==> src/rtl/rcv_cal_pkg.sv <==
package rcv_cal_pkg;

  typedef enum logic [2:0] {
    DC_NONE,
    DC_INC_MED,
    DC_DEC_MED,
    DC_INC_TAP,
    DC_DEC_TAP,
    DC_DEC_CRS
  } dly_cmd_e;

  typedef enum logic [1:0] {
    PB_IDLE,
    PB_RST_LO,
    PB_RST_HI,
    PB_READ
  } probe_st_e;

  typedef enum logic [3:0] {
    S_IDLE,
    S_LOW_SMP,
    S_LOW_STEP,
    S_ADV,
    S_MH_SMP,
    S_MH_STEP,
    S_MH_BACK,
    S_FT_STEP,
    S_FT_SMP,
    S_EDGE_END,
    S_PRE_STEP,
    S_PRE_SMP,
    S_CO_SMP,
    S_CO_STEP
  } cal_st_e;

endpackage

==> src/rtl/rcv_delay_ctr.sv <==
module rcv_delay_ctr
  import rcv_cal_pkg::*;
#(
  parameter int CRS_W   = 4,
  parameter int TAP_MAX = 14,
  localparam int TAP_W  = $clog2(TAP_MAX + 1)
) (
  input  logic             clk,
  input  logic             rst_n,
  input  logic             load,
  input  logic [CRS_W-1:0] load_crs,
  input  logic [1:0]       load_med,
  input  dly_cmd_e         cmd,
  input  logic             pi_set,
  input  logic [2:0]       pi_val,
  output logic             refuse,
  output logic [CRS_W-1:0] crs,
  output logic [1:0]       med,
  output logic [TAP_W-1:0] tap,
  output logic [2:0]       pi
);

  localparam logic [CRS_W-1:0] CRS_TOP = '1;
  localparam logic [TAP_W-1:0] TAP_TOP = TAP_W'(TAP_MAX);

  logic [CRS_W-1:0] crs_q, crs_n, up_crs, dn_crs;
  logic [1:0]       med_q, med_n, up_med, dn_med;
  logic [TAP_W-1:0] tap_q, tap_n;
  logic [2:0]       pi_q;
  logic             up_ok, dn_ok, upd;

  // quarter-step moves with carry into and borrow from coarse
  always_comb begin
    up_ok  = (med_q != 2'd3) || (crs_q != CRS_TOP);
    dn_ok  = (med_q != 2'd0) || (crs_q != '0);
    up_med = med_q + 2'd1;
    dn_med = med_q - 2'd1;
    up_crs = (med_q == 2'd3) ? crs_q + 1'b1 : crs_q;
    dn_crs = (med_q == 2'd0) ? crs_q - 1'b1 : crs_q;
  end

  always_comb begin
    crs_n  = crs_q;
    med_n  = med_q;
    tap_n  = tap_q;
    refuse = 1'b0;
    case (cmd)
      DC_INC_MED: begin
        refuse = !up_ok;
        crs_n  = up_crs;
        med_n  = up_med;
      end
      DC_DEC_MED: begin
        refuse = !dn_ok;
        crs_n  = dn_crs;
        med_n  = dn_med;
      end
      DC_INC_TAP: begin
        if (tap_q == TAP_TOP) begin
          refuse = !up_ok;
          crs_n  = up_crs;
          med_n  = up_med;
          tap_n  = '0;
        end else begin
          tap_n = tap_q + 1'b1;
        end
      end
      DC_DEC_TAP: begin
        if (tap_q == '0) begin
          refuse = !dn_ok;
          crs_n  = dn_crs;
          med_n  = dn_med;
          tap_n  = TAP_TOP;
        end else begin
          tap_n = tap_q - 1'b1;
        end
      end
      DC_DEC_CRS: begin
        refuse = (crs_q == '0);
        crs_n  = crs_q - 1'b1;
      end
      default: ;
    endcase
  end

  assign upd = (cmd != DC_NONE) && !refuse;

  always_ff @(posedge clk or negedge rst_n) begin
    if (!rst_n) begin
      crs_q <= '0;
      med_q <= '0;
      tap_q <= '0;
      pi_q  <= '0;
    end else if (load) begin
      crs_q <= load_crs;
      med_q <= load_med;
      tap_q <= '0;
      pi_q  <= '0;
    end else if (upd) begin
      crs_q <= crs_n;
      med_q <= med_n;
      tap_q <= tap_n;
      if (pi_set) pi_q <= pi_val;
    end
  end

  assign crs = crs_q;
  assign med = med_q;
  assign tap = tap_q;
  assign pi  = pi_q;

endmodule

==> src/rtl/rcv_probe_seq.sv <==
module rcv_probe_seq
  import rcv_cal_pkg::*;
#(
  parameter int WAIT_W = 8
) (
  input  logic              clk,
  input  logic              rst_n,
  input  logic              go,
  input  logic [WAIT_W-1:0] rst_wait,
  input  logic              rd_valid,
  input  logic              rd_dqs,
  output logic              probe_rst_n,
  output logic              rd_req,
  output logic              smp_done,
  output logic              smp_hi
);

  probe_st_e         st_q, st_n;
  logic [WAIT_W-1:0] cnt_q, cnt_n;
  logic              cap;
  logic              done_q, hi_q;

  always_comb begin
    st_n  = st_q;
    cnt_n = cnt_q;
    cap   = 1'b0;
    case (st_q)
      PB_IDLE: begin
        if (go) begin
          st_n  = PB_RST_LO;
          cnt_n = '0;
        end
      end
      PB_RST_LO: begin
        if (cnt_q == rst_wait) begin
          st_n  = PB_RST_HI;
          cnt_n = '0;
        end else begin
          cnt_n = cnt_q + 1'b1;
        end
      end
      PB_RST_HI: begin
        if (cnt_q == rst_wait) begin
          st_n  = PB_READ;
          cnt_n = '0;
        end else begin
          cnt_n = cnt_q + 1'b1;
        end
      end
      PB_READ: begin
        if (rd_valid) begin
          st_n = PB_IDLE;
          cap  = 1'b1;
        end
      end
      default: st_n = PB_IDLE;
    endcase
  end

  always_ff @(posedge clk or negedge rst_n) begin
    if (!rst_n) begin
      st_q   <= PB_IDLE;
      cnt_q  <= '0;
      done_q <= 1'b0;
      hi_q   <= 1'b0;
    end else begin
      st_q   <= st_n;
      cnt_q  <= cnt_n;
      done_q <= cap;
      if (cap) hi_q <= rd_dqs;
    end
  end

  assign probe_rst_n = (st_q != PB_RST_LO);
  assign rd_req      = (st_q == PB_READ);
  assign smp_done    = done_q;
  assign smp_hi      = hi_q;

endmodule

==> src/rtl/rcv_cal_seq.sv <==
module rcv_cal_seq
  import rcv_cal_pkg::*;
#(
  parameter int NUM_LANES = 8,
  parameter int CRS_W     = 4,
  parameter int TAP_MAX   = 14,
  parameter int WAIT_W    = 8,
  localparam int LANE_W   = $clog2(NUM_LANES),
  localparam int TAP_W    = $clog2(TAP_MAX + 1)
) (
  input  logic                 clk,
  input  logic                 rst_n,
  input  logic                 start,
  input  logic [LANE_W-1:0]    start_lane,
  input  logic [CRS_W-1:0]     init_coarse,
  input  logic [WAIT_W-1:0]    rst_wait,
  output logic                 probe_rst_n,
  output logic                 rd_req,
  input  logic                 rd_valid,
  input  logic                 rd_dqs,
  output logic [NUM_LANES-1:0] rcv_en,
  output logic [CRS_W-1:0]     dly_coarse,
  output logic [1:0]           dly_medium,
  output logic [TAP_W-1:0]     dly_tap,
  output logic [2:0]           dly_pi,
  output logic                 busy,
  output logic                 done,
  output logic                 fail
);

  cal_st_e              st_q, st_n;
  logic                 second_q, second_n;
  logic                 launched_q, launched_n;
  logic [NUM_LANES-1:0] rcv_en_q;
  logic                 done_q, fail_q;
  dly_cmd_e             cmd;
  logic                 pi_set, load, refuse;
  logic [2:0]           pi_val;
  logic                 fin_ok, fin_bad, smp_state;
  logic                 probe_go, smp_done, smp_hi;
  logic [1:0]           load_med;

  // lanes spread over the four quarter positions (NUM_LANES a power of two, >= 4)
  assign load_med = start_lane[LANE_W-1 -: 2];

  assign smp_state = (st_q == S_LOW_SMP) || (st_q == S_MH_SMP) || (st_q == S_FT_SMP) ||
                     (st_q == S_PRE_SMP) || (st_q == S_CO_SMP);
  assign probe_go   = smp_state && !launched_q;
  assign launched_n = smp_done ? 1'b0 : (probe_go ? 1'b1 : launched_q);

  always_comb begin
    st_n     = st_q;
    second_n = second_q;
    cmd      = DC_NONE;
    pi_set   = 1'b0;
    pi_val   = second_q ? 3'd7 : 3'd3;
    load     = 1'b0;
    fin_ok   = 1'b0;
    fin_bad  = 1'b0;
    case (st_q)
      S_IDLE: if (start) begin
        load     = 1'b1;
        second_n = 1'b0;
        st_n     = S_LOW_SMP;
      end
      S_LOW_SMP: if (smp_done) st_n = smp_hi ? S_LOW_STEP : S_ADV;
      S_LOW_STEP: begin
        cmd  = DC_INC_MED;
        st_n = S_LOW_SMP;
      end
      S_ADV: begin
        cmd  = DC_INC_MED;
        st_n = S_MH_SMP;
      end
      S_MH_SMP: if (smp_done) st_n = smp_hi ? S_MH_BACK : S_MH_STEP;
      S_MH_STEP: begin
        cmd  = DC_INC_MED;
        st_n = S_MH_SMP;
      end
      S_MH_BACK: begin
        cmd  = DC_DEC_MED;
        st_n = S_FT_STEP;
      end
      S_FT_STEP: begin
        cmd  = DC_INC_TAP;
        st_n = S_FT_SMP;
      end
      S_FT_SMP: if (smp_done) st_n = smp_hi ? S_EDGE_END : S_FT_STEP;
      S_EDGE_END: begin
        cmd    = DC_DEC_TAP;
        pi_set = 1'b1;
        st_n   = second_q ? S_IDLE : S_PRE_STEP;
        fin_ok = second_q && !refuse;
      end
      S_PRE_STEP: begin
        cmd  = DC_INC_MED;
        st_n = S_PRE_SMP;
      end
      S_PRE_SMP: if (smp_done) begin
        st_n    = smp_hi ? S_CO_SMP : S_IDLE;
        fin_bad = !smp_hi;
      end
      S_CO_SMP: if (smp_done) begin
        st_n     = smp_hi ? S_CO_STEP : S_MH_SMP;
        second_n = second_q || !smp_hi;
      end
      S_CO_STEP: begin
        cmd  = DC_DEC_CRS;
        st_n = S_CO_SMP;
      end
      default: st_n = S_IDLE;
    endcase
    if ((cmd != DC_NONE) && refuse) begin
      st_n    = S_IDLE;
      fin_bad = 1'b1;
    end
  end

  always_ff @(posedge clk or negedge rst_n) begin
    if (!rst_n) begin
      st_q       <= S_IDLE;
      second_q   <= 1'b0;
      launched_q <= 1'b0;
    end else begin
      st_q       <= st_n;
      second_q   <= second_n;
      launched_q <= launched_n;
    end
  end

  always_ff @(posedge clk or negedge rst_n) begin
    if (!rst_n) begin
      rcv_en_q <= '0;
      done_q   <= 1'b0;
      fail_q   <= 1'b0;
    end else if (load) begin
      rcv_en_q <= NUM_LANES'(1) << start_lane;
      done_q   <= 1'b0;
      fail_q   <= 1'b0;
    end else if (fin_ok) begin
      rcv_en_q <= '0;
      done_q   <= 1'b1;
    end else if (fin_bad) begin
      fail_q <= 1'b1;
    end
  end

  rcv_delay_ctr #(
    .CRS_W  (CRS_W),
    .TAP_MAX(TAP_MAX)
  ) u_dly (
    .clk     (clk),
    .rst_n   (rst_n),
    .load    (load),
    .load_crs(init_coarse),
    .load_med(load_med),
    .cmd     (cmd),
    .pi_set  (pi_set),
    .pi_val  (pi_val),
    .refuse  (refuse),
    .crs     (dly_coarse),
    .med     (dly_medium),
    .tap     (dly_tap),
    .pi      (dly_pi)
  );

  rcv_probe_seq #(
    .WAIT_W(WAIT_W)
  ) u_probe (
    .clk        (clk),
    .rst_n      (rst_n),
    .go         (probe_go),
    .rst_wait   (rst_wait),
    .rd_valid   (rd_valid),
    .rd_dqs     (rd_dqs),
    .probe_rst_n(probe_rst_n),
    .rd_req     (rd_req),
    .smp_done   (smp_done),
    .smp_hi     (smp_hi)
  );

  assign rcv_en = rcv_en_q;
  assign busy   = (st_q != S_IDLE);
  assign done   = done_q;
  assign fail   = fail_q;

endmodule

==> config.mk <==
export PLATFORM = sky130hd
export DESIGN_NAME = rcv_cal_seq
export DESIGN_NICKNAME = d
export VERILOG_FILES = /design/src/rtl/rcv_cal_pkg.sv /design/src/rtl/rcv_delay_ctr.sv /design/src/rtl/rcv_probe_seq.sv /design/src/rtl/rcv_cal_seq.sv
export SDC_FILE = /design/constraint.sdc
export NUM_CORES = 1
export LEC_CHECK = 0
export CORE_UTILIZATION = 50
export CTS_BUF_LIST = sky130_fd_sc_hd__clkbuf_4
export CTS_CLUSTER_DIAMETER = 120
export DETAILED_ROUTE_END_ITERATION = 8
export MAX_ROUTING_LAYER = met4
export PLACE_DENSITY = 0.76
export SLEW_MARGIN = 0
export SYNTH_ARGS = -nofsm -noshare
export SYNTH_HDL_FRONTEND = slang
export SYNTH_SLANG_ARGS = --single-unit
==> constraint.sdc <==
create_clock -name clk -period 3.3 [get_ports clk]
set_clock_uncertainty 0.1 [all_clocks]
set_input_delay 0.66 -clock clk [delete_from_list [all_inputs] [get_ports clk]]
set_output_delay 0.66 -clock clk [all_outputs]
set_load 0.01 [all_outputs]
==> impl_metrics.json <==
{
  "outcome": "completed",
  "hold_viol_final": 0,
  "pwr-share-comb_pct": 58.9,
  "period_share_pct": 85.7,
  "n_antenna_cell": 0,
  "core-area_sq_mm": 0.00514,
  "cts.htree.levels": 2,
  "grt.total_usage_pct": 24.7,
  "top_layer_used": "met4",
  "grt_pass1_vias": 2263,
  "synthMuxAreaShare_pct": 1.67,
  "cp.required_ns": 2.54,
  "cp.arrival_ns": 2.07,
  "power_w": 0.00318,
  "grt_pass1_wl_microns": 10400,
  "synthesis.instances": 303,
  "drcViolationCount": 0,
  "drt_first_iter_violations": 139,
  "synthSimpleGateAreaFrac_pct": 21.3,
  "timing.fmax_mhz": 354,
  "critPathLaunch": "st_q[3]",
  "synthToLayoutAreaGrowth_pct": 20.7,
  "syn_area_sq_mm": 0.00270,
  "synth_edf_count": 0,
  "clock_latency_ns": 0.36,
  "cp-start-kind": "register",
  "cts_setup_buffers": 0,
  "post-place-ws_ns": 0.539,
  "grt_start_max_net_pins": 41,
  "cts.clk_slew.worst_paths_ns": 0.14,
  "path_class": "reg2out",
  "cts-resized-gates": 0,
  "ios": 46,
  "synth-main-ff-cell": "dfrtp_1",
  "rows": 26,
  "synth_top_family_by_area": "compound AO/OA/AOI/OAI gates",
  "wl_met2_microns": 2880,
  "rr_startpoint": "st_q[1]",
  "netSwitchingFraction_pct": 44.6,
  "p_leak_nw": 1.37,
  "vias": 2457,
  "tritoncts": "done",
  "synthXorXnorAreaFrac_pct": 3.90,
  "wl_microns": 6220,
  "maxCapViolations": 0,
  "critPathMaxFanout": 13,
  "seqPwrFrac_pct": 30.5,
  "first_pass_iters": 4,
  "vdd_drop_max_mv": 0.543,
  "fillers": 459,
  "cts_buffer_depth": 2,
  "cts-hold-fix-buffers": 0,
  "final_nets": 379,
  "vias_per_cell": 5.89,
  "async_flop_share_pct": 100,
  "gp_congestion": 0.930,
  "setup-tns-final_ns": 0,
  "synth-compound-area-share_pct": 24.5,
  "yosys_register_bits": 40,
  "p_switching_w": 0.00142,
  "syn_area_per_cell_sq_um": 8.90,
  "start_util_pct": 52.5,
  "ant_nets": 0,
  "die_y_microns": 75.5,
  "die_x_microns": 75.5,
  "cts-root-buf": "clkbuf_4",
  "power_density_mw_per_mm2": 977,
  "synth_fp_nets": 336,
  "dieArea_sq_mm": 0.00569,
  "power_frac_clock_pct": 10.6,
  "cts-buffers-inserted": 5,
  "tightest_slew_ns": 0.872,
  "seq_area_frac_synth_pct": 37.1,
  "ys_types": 61,
  "synth_fa_ha_area_share_pct": 6.31,
  "io_buffers": 45,
  "antenna_found_initial": 0,
  "internal-power_w": 0.00176,
  "wl_per_cell_microns": 14.9,
  "hold_slack_ns": 0.291,
  "setup_viol": 0,
  "drv_slew": 0,
  "grt_overflow_total": 0,
  "fin_ws_ns": 0.473,
  "hp-class": "in2async",
  "rsz0062_at_grt": "false",
  "dr_wl_met3_microns": 338,
  "final.min_clock_period_ns": 2.83,
  "slew_headroom_pct": 41.9,
  "clock_sinks": 40,
  "end_kind": "output pin",
  "m1WireLength_microns": 2900,
  "ys_warn_count": 0,
  "hpwl_microns": 4460,
  "drive_gt1_share_pct": 7.78
}
## state kept, by name, summed over array words and instances (netlist names), 2 cells and up
name	flops
rcv_en	8
u_probe.st_q	2
u_dly.med	2
u_dly.pi	2
u_dly.tap	4
u_probe.cnt_q	8
st_q	4
u_dly.crs	4
## final cells by class
cell class / instances / area [sq um] / share of cell area, %
Clock buffer: 5 / 37.5 / 1.15
Clock inverter: 3 / 42.5 / 1.31
Inverter: 13 / 48.8 / 1.50
Multi-Input combinational cell: 236 / 1560 / 47.8
Sequential cell: 40 / 1000 / 30.7
Tap cell: 70 / 87.6 / 2.69
Timing Repair Buffer: 50 / 483 / 14.8
## per-stage QoR
stage	util [%]	area [sq um]	cells
final	63.4	3260	417
after global routing	63.4	3260	417
after CTS	63.4	3260	417
after detailed placement	61.8	3180	409
after global placement	61.8	3180	409
after floorplan	-	2700	303
## worst max-delay path, cell delays in order, from the launching register on
cell,delay [ns]
dfrtp_1,0.55
buf_4,0.25
nor2_1,0.28
nand2_1,0.14
clkdlybuf4s50_1,0.50
## cells in the mapped netlist (all sizes together) (7+ instances only)
library cell  instances  area (sq um)
dfrtp                40          1000
nand2                28           105
nor2                 28           105
o21ai                26           130
a21oi                17          88.8
inv                  13          48.8
ha                   12           150
nand3                10          55.1
xnor2                10          87.6
buf                   8          68.8
a31oi                 7          58.8
and3                  7          43.8
nand2b                7          43.8
nor3                  7          35.0
o2bb2ai               7          61.3
## power groups by stage
stage               clock [W]  combinational, W  sequential (W)
detailed placement          0           0.00186        0.000978
CTS                  0.000347           0.00187        0.000965
global placement            0           0.00181        0.000967
global route         0.000368           0.00210         0.00101
floorplan                   0           0.00131        0.000933
finish               0.000338           0.00187        0.000970
## path summary, 6_finish.rpt
path,to,slack [ns],cells past startpoint
max in group asynchronous,second_q,2.25,1
worst min register to register,done,0.41,1
min in group clk,done,0.41,1
worst max-delay path,busy,0.47,4
worst min-delay path,u_dly.tap[3],0.29,1
worst max register to register,u_dly.crs[3],0.56,8
## logic make-up (layout without fill, tap and decap cells)
| family | count (synthesis) | in the layout |
|---|---|---|
| XOR/XNOR | 12 | 12 |
| buffers and inverters | 27 | 71 |
| AND/OR/NAND/NOR | 112 | 112 |
| multiplexers | 4 | 4 |
| adder cells (fa/ha/maj) | 13 | 13 |
| AO/OA/AOI/OAI | 95 | 95 |
| flip-flops | 40 | 40 |
## metal layers
layer / track usage, % / vias up
li1: - / 1202
met1: 32.1 / 1156
met2: 39.3 / 87
met3: 5.29 / 12
met4: 6.17 / 0
met5: - / -
## layout by cell type, fill, tap and decap left out, types with 2 or more instances in the layout
cell | netlist | layout
xnor2_1 | 10 | 10
nor2b_1 | 2 | 2
xor2_1 | 2 | 2
and3_1 | 7 | 7
ha_1 | 12 | 12
nand4b_1 | 2 | 2
nand2_1 | 28 | 28
o22a_1 | 2 | 2
o221ai_1 | 4 | 4
a311oi_1 | 2 | 2
or3_1 | 4 | 4
mux2_2 | 4 | 4
a21oi_1 | 16 | 16
clkbuf_4 | 0 | 5
nor4_1 | 2 | 2
inv_1 | 13 | 13
o21a_1 | 2 | 2
nor3_1 | 7 | 7
a31oi_1 | 6 | 6
a22o_1 | 4 | 4
o22ai_1 | 2 | 2
o21ai_0 | 23 | 23
a32o_1 | 2 | 2
and2_4 | 2 | 2
clkdlybuf4s50_1 | 0 | 44
nand4_1 | 4 | 4
buf_4 | 4 | 5
nand3_1 | 9 | 9
a21o_1 | 4 | 4
dfrtp_1 | 40 | 40
nand4bb_1 | 2 | 2
nand2b_1 | 7 | 7
nor2_1 | 28 | 28
or2_2 | 2 | 2
o211ai_1 | 2 | 2
o21ai_1 | 3 | 3
o2bb2ai_1 | 7 | 7
No activity file was read; power rests on OpenSTA's default activity.
